==> src/rtl/gpio_bank_pkg.sv <==
package gpio_bank_pkg;
   localparam int MAX_PINS = 32;
   localparam int BUS_W    = 32;
   localparam int ADDR_W   = 4;

   typedef enum logic [1:0] {
      TRIG_RISE  = 2'd0,
      TRIG_FALL  = 2'd1,
      TRIG_BOTH  = 2'd2,
      TRIG_LEVEL = 2'd3
   } trig_e;

   localparam logic [ADDR_W-1:0] ADR_LEVEL  = 4'h0;
   localparam logic [ADDR_W-1:0] ADR_DIR    = 4'h4;
   localparam logic [ADDR_W-1:0] ADR_ENABLE = 4'h8;
   localparam logic [ADDR_W-1:0] ADR_EVENT  = 4'hC;
endpackage

==> src/rtl/gpio_sync.sv <==
module gpio_sync #(
   parameter int W      = 32,
   parameter int STAGES = 2
) (
   input  logic         clk,
   input  logic         rst_n,
   input  logic [W-1:0] raw_in,
   output logic [W-1:0] sync_out
);
   logic [W-1:0] stage_q [STAGES];

   generate
      for (genvar s = 0; s < STAGES; s++) begin : g_stage
         always_ff @(posedge clk or negedge rst_n) begin
            if (!rst_n) begin
               stage_q[s] <= '0;
            end else begin
               stage_q[s] <= (s == 0) ? raw_in : stage_q[(s == 0) ? 0 : s-1];
            end
         end
      end
   endgenerate

   assign sync_out = stage_q[STAGES-1];
endmodule

==> src/rtl/gpio_event.sv <==
module gpio_event
   import gpio_bank_pkg::*;
#(
   parameter int    W    = 32,
   parameter trig_e TRIG = TRIG_RISE
) (
   input  logic         clk,
   input  logic         rst_n,
   input  logic [W-1:0] level,
   input  logic [W-1:0] enable,
   input  logic [W-1:0] clr_bits,
   output logic [W-1:0] evt_q,
   output logic         irq
);
   generate
      if (TRIG == TRIG_LEVEL) begin : g_level
         assign evt_q = '0;
         assign irq   = |(level & enable);
      end else begin : g_edge
         logic [W-1:0] prev_q;
         logic [W-1:0] hit;

         always_ff @(posedge clk or negedge rst_n) begin
            if (!rst_n) begin
               prev_q <= '0;
            end else begin
               prev_q <= level;
            end
         end

         if (TRIG == TRIG_RISE) begin : g_rise
            assign hit = level & ~prev_q;
         end else if (TRIG == TRIG_FALL) begin : g_fall
            assign hit = ~level & prev_q;
         end else begin : g_both
            assign hit = level ^ prev_q;
         end

         // a fresh edge outranks a clear arriving in the same cycle
         always_ff @(posedge clk or negedge rst_n) begin
            if (!rst_n) begin
               evt_q <= '0;
            end else begin
               evt_q <= (evt_q & ~clr_bits) | hit;
            end
         end

         assign irq = |(evt_q & enable);
      end
   endgenerate
endmodule

==> src/rtl/gpio_regs.sv <==
module gpio_regs
   import gpio_bank_pkg::*;
#(
   parameter int W = 32
) (
   input  logic              clk,
   input  logic              rst_n,
   input  logic              bus_valid,
   input  logic              bus_write,
   input  logic [ADDR_W-1:0] bus_addr,
   input  logic [BUS_W-1:0]  bus_wdata,
   output logic [BUS_W-1:0]  bus_rdata,
   output logic              bus_rvalid,
   input  logic [W-1:0]      level,
   input  logic [W-1:0]      evt,
   output logic [W-1:0]      out_q,
   output logic [W-1:0]      dir_q,
   output logic [W-1:0]      enable_q,
   output logic [W-1:0]      clr_bits
);
   logic             wr_req;
   logic             rd_req;
   logic [W-1:0]     wbits;
   logic [W-1:0]     rd_sel;
   logic [BUS_W-1:0] rd_word;

   assign wr_req = bus_valid &  bus_write;
   assign rd_req = bus_valid & ~bus_write;
   assign wbits  = bus_wdata[W-1:0];

   assign clr_bits = (wr_req && bus_addr == ADR_EVENT) ? wbits : '0;

   always_comb begin
      unique case (bus_addr)
         ADR_LEVEL:  rd_sel = level;
         ADR_DIR:    rd_sel = dir_q;
         ADR_ENABLE: rd_sel = enable_q;
         ADR_EVENT:  rd_sel = evt;
         default:    rd_sel = '0;
      endcase
      rd_word        = '0;
      rd_word[W-1:0] = rd_sel;
   end

   always_ff @(posedge clk or negedge rst_n) begin
      if (!rst_n) begin
         out_q      <= '0;
         dir_q      <= '0;
         enable_q   <= '0;
         bus_rdata  <= '0;
         bus_rvalid <= 1'b0;
      end else begin
         bus_rvalid <= rd_req;
         if (rd_req) begin
            bus_rdata <= rd_word;
         end
         if (wr_req) begin
            unique case (bus_addr)
               ADR_LEVEL:  out_q    <= wbits;
               ADR_DIR:    dir_q    <= wbits;
               ADR_ENABLE: enable_q <= wbits;
               default:    ;
            endcase
         end
      end
   end
endmodule

==> src/rtl/gpio_bank.sv <==
module gpio_bank
   import gpio_bank_pkg::*;
#(
   parameter int    NUM_PINS = 32,
   parameter trig_e TRIG     = TRIG_RISE
) (
   input  logic                clk,
   input  logic                rst_n,
   input  logic                bus_valid,
   input  logic                bus_write,
   input  logic [3:0]          bus_addr,
   input  logic [31:0]         bus_wdata,
   output logic [31:0]         bus_rdata,
   output logic                bus_rvalid,
   input  logic [NUM_PINS-1:0] pin_in,
   output logic [NUM_PINS-1:0] pin_out,
   output logic [NUM_PINS-1:0] pin_oe,
   output logic                irq
);
   localparam int SYNC_STAGES = 2;

   // width check at elaboration
   if (NUM_PINS < 1 || NUM_PINS > MAX_PINS) begin : g_bad_width
      $error("gpio_bank: NUM_PINS must be within 1..32");
   end

   logic [NUM_PINS-1:0] level_q;
   logic [NUM_PINS-1:0] out_q;
   logic [NUM_PINS-1:0] dir_q;
   logic [NUM_PINS-1:0] mask_q;
   logic [NUM_PINS-1:0] cap_q;
   logic [NUM_PINS-1:0] clr_bits;

   gpio_sync #(.W(NUM_PINS), .STAGES(SYNC_STAGES)) u_sync (
      .clk      (clk),
      .rst_n    (rst_n),
      .raw_in   (pin_in),
      .sync_out (level_q)
   );

   gpio_regs #(.W(NUM_PINS)) u_regs (
      .clk        (clk),
      .rst_n      (rst_n),
      .bus_valid  (bus_valid),
      .bus_write  (bus_write),
      .bus_addr   (bus_addr),
      .bus_wdata  (bus_wdata),
      .bus_rdata  (bus_rdata),
      .bus_rvalid (bus_rvalid),
      .level      (level_q),
      .evt        (cap_q),
      .out_q      (out_q),
      .dir_q      (dir_q),
      .enable_q   (mask_q),
      .clr_bits   (clr_bits)
   );

   gpio_event #(.W(NUM_PINS), .TRIG(TRIG)) u_event (
      .clk      (clk),
      .rst_n    (rst_n),
      .level    (level_q),
      .enable   (mask_q),
      .clr_bits (clr_bits),
      .evt_q    (cap_q),
      .irq      (irq)
   );

   assign pin_oe  = dir_q;
   assign pin_out = out_q & dir_q;
endmodule

==> config.mk <==
export PLATFORM = sky130hd
export DESIGN_NAME = gpio_bank
export DESIGN_NICKNAME = d
export VERILOG_FILES = /design/src/rtl/gpio_bank_pkg.sv /design/src/rtl/gpio_sync.sv /design/src/rtl/gpio_event.sv /design/src/rtl/gpio_regs.sv /design/src/rtl/gpio_bank.sv
export SDC_FILE = /design/constraint.sdc
export NUM_CORES = 1
export LEC_CHECK = 0
export BUFFER_PORTS_ARGS = -buffer_cell sky130_fd_sc_hd__buf_2
export CAP_MARGIN = 20
export CORE_MARGIN = 4
export CORE_UTILIZATION = 41
export DETAILED_ROUTE_END_ITERATION = 8
export MAX_ROUTING_LAYER = met4
export PLACE_DENSITY = 0.64
export SYNTH_ARGS = -nofsm -noshare
export SYNTH_HDL_FRONTEND = slang
export SYNTH_HIERARCHICAL = 1
export SYNTH_SLANG_ARGS = --single-unit
==> constraint.sdc <==
create_clock -name clk -period 1.4 [get_ports clk]
set_clock_uncertainty 0.15 [all_clocks]
set_input_delay 0.14 -clock clk [delete_from_list [all_inputs] [get_ports clk]]
set_output_delay 0.14 -clock clk [all_outputs]
set_load 0.005 [all_outputs]
Yosys cells after proc, flatten, opt, wreduce, memory -nomap -nowiden:

Index checks and enable logic that the tools add are counted.

* register bits after elaboration: 257
* word-level logic and storage cells: 30
* bits of input ports: 72

* eq/ne operators: 3
* muxes and demuxes: 2
* reductions and logical operators: 6
* bitwise operators: 10

Operator list (count)
* $and A32 B32 Y32: 4
* $pmux W32 S4: 1
* $not A32 Y32: 2
* $mux W32: 1
* $or A32 B32 Y32: 1
* $reduce_or A32 Y1: 1
* $eq A4 B4 Y1 const B: 2
* $reduce_and A2 Y1: 3
* $eq A4 B3 Y1 const B: 1
* $logic_not A4 Y1: 1
* $and A1 B1 Y1: 2
* $logic_and A1 B1 Y1: 1
* $not A1 Y1: 1

Logic depth before layout (Yosys ltp):

* depth after elaboration: 6
* mapped depth: 6
* gate-level depth less buffers: 4

Hierarchy:

The synthesis kept the hierarchy.

By module, submodules not included
* gpio_regs: seq. area each 3228.1 um^2, area each 5896.9 um^2, times used 1, cells an instance 430
* gpio_event: seq. area each 1601.5 um^2, area each 2204.6 um^2, times used 1, cells an instance 181
* gpio_sync: seq. area each 1601.5 um^2, area each 1841.8 um^2, times used 1, cells an instance 96
* gpio_bank: seq. area each 0.0 um^2, area each 200.2 um^2, times used 1, cells an instance 32

Worst setup path before layout:

OpenSTA, ideal clock, no wires.

* path type: in2reg
* from: input port bus_addr[0]
* to: register u_regs.out_q[10]
* path slack: -0.124 ns
* stages: 4
* library setup time: 0.125 ns
* data arrival time: 1.250 ns
* cell sequence: and4bb_2 > nor3b_4 > buf_6 > mux2_2

* longest elaborated chain between the ends: 2

RTL lines
* start, declared: line gpio_bank.sv:11 `input logic [3:0] bus_addr,`
* $logic_not A4 Y1: line gpio_regs.sv:58 `unique case (bus_addr)`
* $reduce_and A2 Y1 (no source line)
* end signal, assigned: line gpio_regs.sv:59 `ADR_LEVEL: out_q <= wbits;`
* end, declared: line gpio_regs.sv:16 `output logic [W-1:0] out_q,`

Every way passes these cells.
A chain may end at the register's enable or synchronous reset.

Worst setup path after layout:

* from: register u_regs.enable_q[12]
* to: output port irq

* longest elaborated chain between the ends: 2

RTL lines
* start, declared: line gpio_regs.sv:18 `output logic [W-1:0] enable_q,`
* start signal, assigned: line gpio_regs.sv:61 `ADR_ENABLE: enable_q <= wbits;`
* $and A32 B32 Y32: line gpio_event.sv:48 `assign irq = |(evt_q & enable);`
* $reduce_or A32 Y1: line gpio_event.sv:48
* end, declared: line gpio_bank.sv:18 `output logic irq`

Every way passes these cells.

==> metrics.md <==
| Metric | Value |
|---|---|
| Max Cap Viol | 0 |
| Detail Route Antenna Nets | 0 |
| Syn Area/Cell | 13.73 um2 |
| Leak pwr | 7.109 nW |
| Fin. Hold Viols | 0 |
| Maximum clock frequency | 447.2 MHz |
| Pins Over Slew Limit | 0 |
| Die height | 165.3 um |
| First-pass GRT wire length | 40.24 mm |
| DR vias/cell | 4.818 |
| I/O pin total | 170 |
| Tightest Pin Transition | 0.2893 ns |
| Level count of the clock H-tree | 1 |
| Endpoints failing setup | 39 |
| Failing checks | setup timing |
| PwrDens | 1367 mW/mm2 |
| Layout cells sized above 1 | 42.05% |
| Initial DRC count | 407 |
| Reg clk slew, reported paths | 0.06 ns |
| Storage cell area | 0.006431 mm2 |
| Clk buf depth | 3 |
| Pre-CTS setup slack | -0.4444 ns |
| RSZ-0062 raised after global routing | true |
| Multi-input gate area | 0.003104 mm2 |
| Worst-Skew Late Latency | 0.52 ns |
| Distinct cells, synth | 24 |
| Core area | 0.02432 mm2 |
| CP Max Fanout | 2 |
| Wire per inst | 18.14 um |
| Synthesis-stage register bit count | 257 |
| Register area share after synthesis | 63.40% |
| # rows | 57 |
| Worst setup SP type | flop |
| Via count | 6774 |
| DP HPWL | 16.13 mm |
| Worst EP arrival | 1.95 ns |
| Initial antenna violation count | 0 |
| GRT Util Overall | 19.35% |
| Buffers on Ports | 169 |
| Worst EP required | 1.11 ns |
| Cell Area, Synth | 0.01014 mm2 |
| Final period utilization | 159.7% |
| Clock buffer count from CTS | 28 |
| Status | finished with violations |
| Final Power | 0.01894 W |
| Net Count, Synth | 811 |
| Die width | 165.3 um |
| Final setup margin | -0.8361 ns |
| Largest net degree at the start of global routing | 45 |
| Die area | 0.02732 mm2 |
| Synth Warn # | 6 |
| Starting density of the core | 41.71% |
| Total Wirelength | 25.50 mm |
| DRT Pass-1 Iters | 4 |
| Routability Congestion | 0.7846 |
| Total clock sinks | 257 |
| Peak supply drop | 897.4 uV |
| CTS tree | done |
| Fillers | 1959 |
| Post-Syn Instances | 739 |
| Setup crit end kind | output port |
| Period minus WS final | 2.236 ns |
| Slew headroom | 80.71% |
| Crit path kind | reg2out |
| Final nets | 1134 |
| Remaining Overflow, GRT | 0 |
| DRC errors left | 0 |
| Hold Path Class | in2reg |
| Antenna Cells | 0 |
| Layout area overhead | 36.56% |
| CTS Root Cell | clkbuf_16 |
| Vias in the first global route | 7157 |
==> layout by cell type, fill, tap and decap left out, drive strengths merged <==
master and n:
a22oi 16, mux2 96, clkbuf 40, or3b 1, mux2i 64, a22o 32
or3 1, buf 294, nand4 4, clkinvlp 2, and2 64, clkinv 6
nor3 1, nand2b 1, dlygate4sd3 66, o22ai 64, bufinv 2, dfrtp 257
and4bb 1, and3 1, inv 65, nand3b 2, nor3b 1, or4 1
==> worst max-delay path, stage by stage, from the launching register on <==
cell	delay (ns)
dfrtp_1	0.39
a22oi_2	0.23
nand4_1	0.13
or4_1	0.53
buf_6	0.15
==> routing by layer <==
layer,global-route usage (%),part of all wire (%)
met4,4.312,1.8
met2,30.83,48
met3,3.053,4.6
met5,-,0
met1,26.53,45
==> Yosys cell counts <==
cell / instances / area [um2]
a22oi_1: 14 / 105.1
and3_1: 1 / 6.260
mux2_2: 94 / 1059
mux2_1: 2 / 22.52
nand4_1: 4 / 25.02
nand2b_1: 1 / 6.260
and4bb_2: 1 / 12.51
or3_1: 1 / 6.260
buf_6: 3 / 33.78
or4_1: 1 / 7.510
clkbuf_1: 14 / 52.55
buf_4: 33 / 247.7
a22o_1: 32 / 280.3
a22oi_2: 2 / 25.02
nor3b_4: 1 / 18.77
inv_1: 65 / 244.0
dfrtp_1: 257 / 6431
and2_1: 64 / 400.4
nor3_2: 1 / 10.01
o22ai_1: 64 / 400.4
or3b_1: 1 / 8.760
mux2i_1: 64 / 640.6
buf_2: 17 / 85.08
nand3b_1: 2 / 15.01
==> state kept, by name (all words and copies together), names as in the netlist <==
signal	cells
u_regs/enable_q	32
u_sync/stage_q	32
u_regs/bus_rvalid	1
u_regs/dir_q	32
u_event/evt_q	32
u_regs/out_q	32
u_event/g_edge.prev_q	32
u_sync/sync_out	32
u_regs/bus_rdata	32
==> kinds of logic (layout without fill, tap and decap cells) <==
kind of cell / count (synthesis) / in the layout / synth area share [%]
DFF: 257 / 257 / 63.40
muxes: 160 / 160 / 16.97
buffers and inverters: 132 / 475 / 6.538
AOI/OAI and AO/OA: 112 / 112 / 7.993
and+or+nand+nor: 78 / 78 / 5.094
==> where the power goes <==
part	switching [W]	leakage, nW	internal [W]
combinational	0.00116	3.55	0.00176
sequential	0.000457	3.09	0.00816
clock	0.00285	0.470	0.00455
==> through the flow <==
step / utilization, % / cells / area, um2 / setup TNS (ns) / hold WS, ns
finish: 56.96 / 1406 / 13850 / -3.155 / 0.06219
detailed placement: 48.26 / 1240 / 11740 / -33.43 / -0.1005
global placement: 48.26 / 1240 / 11740 / -29.68 / -0.09917
floorplan: - / 739 / 10160 / -3.744 / -0.3056
CTS: 56.08 / 1391 / 13640 / -4.058 / 0.04283
global route: 56.96 / 1406 / 13850 / -5.435 / 0.07656
==> worst paths after layout <==
kind / from / endpoint / slack (ns) / cells past startpoint
min in group asynchronous: rst_n / u_event/evt_q[15] / 0.47 / 3
max: u_regs/enable_q[12] / irq / -0.84 / 4
min reg2reg: u_sync/stage_q[49] / u_sync/sync_out[17] / 0.19 / 0
min: bus_valid / u_regs/bus_rvalid / 0.06 / 5
max in group asynchronous: rst_n / u_event/g_edge.prev_q[6] / 0.11 / 4
max reg2reg: u_regs/dir_q[8] / u_regs/bus_rdata[8] / 0 / 5
==> cell type report <==
class / count / share of cell area, %
Inverter: 65 / 1.761
Multi-Input combinational cell: 350 / 22.41
Timing Repair Buffer: 360 / 19.60
Sequential cell: 257 / 46.43
Tap cell: 324 / 2.927
Clock buffer: 40 / 6.115
Clock inverter: 10 / 0.7587
==> repair_timing <==
action,in CTS,in global routing
buffers inserted,35,15
resized for setup,6,22
pin swaps,7,5
cloned,0,0
setup endpoints to repair,42,171
hold buffers,66,0
endpoints found under the hold margin,417,0
Power figures use the tool's default switching activity.
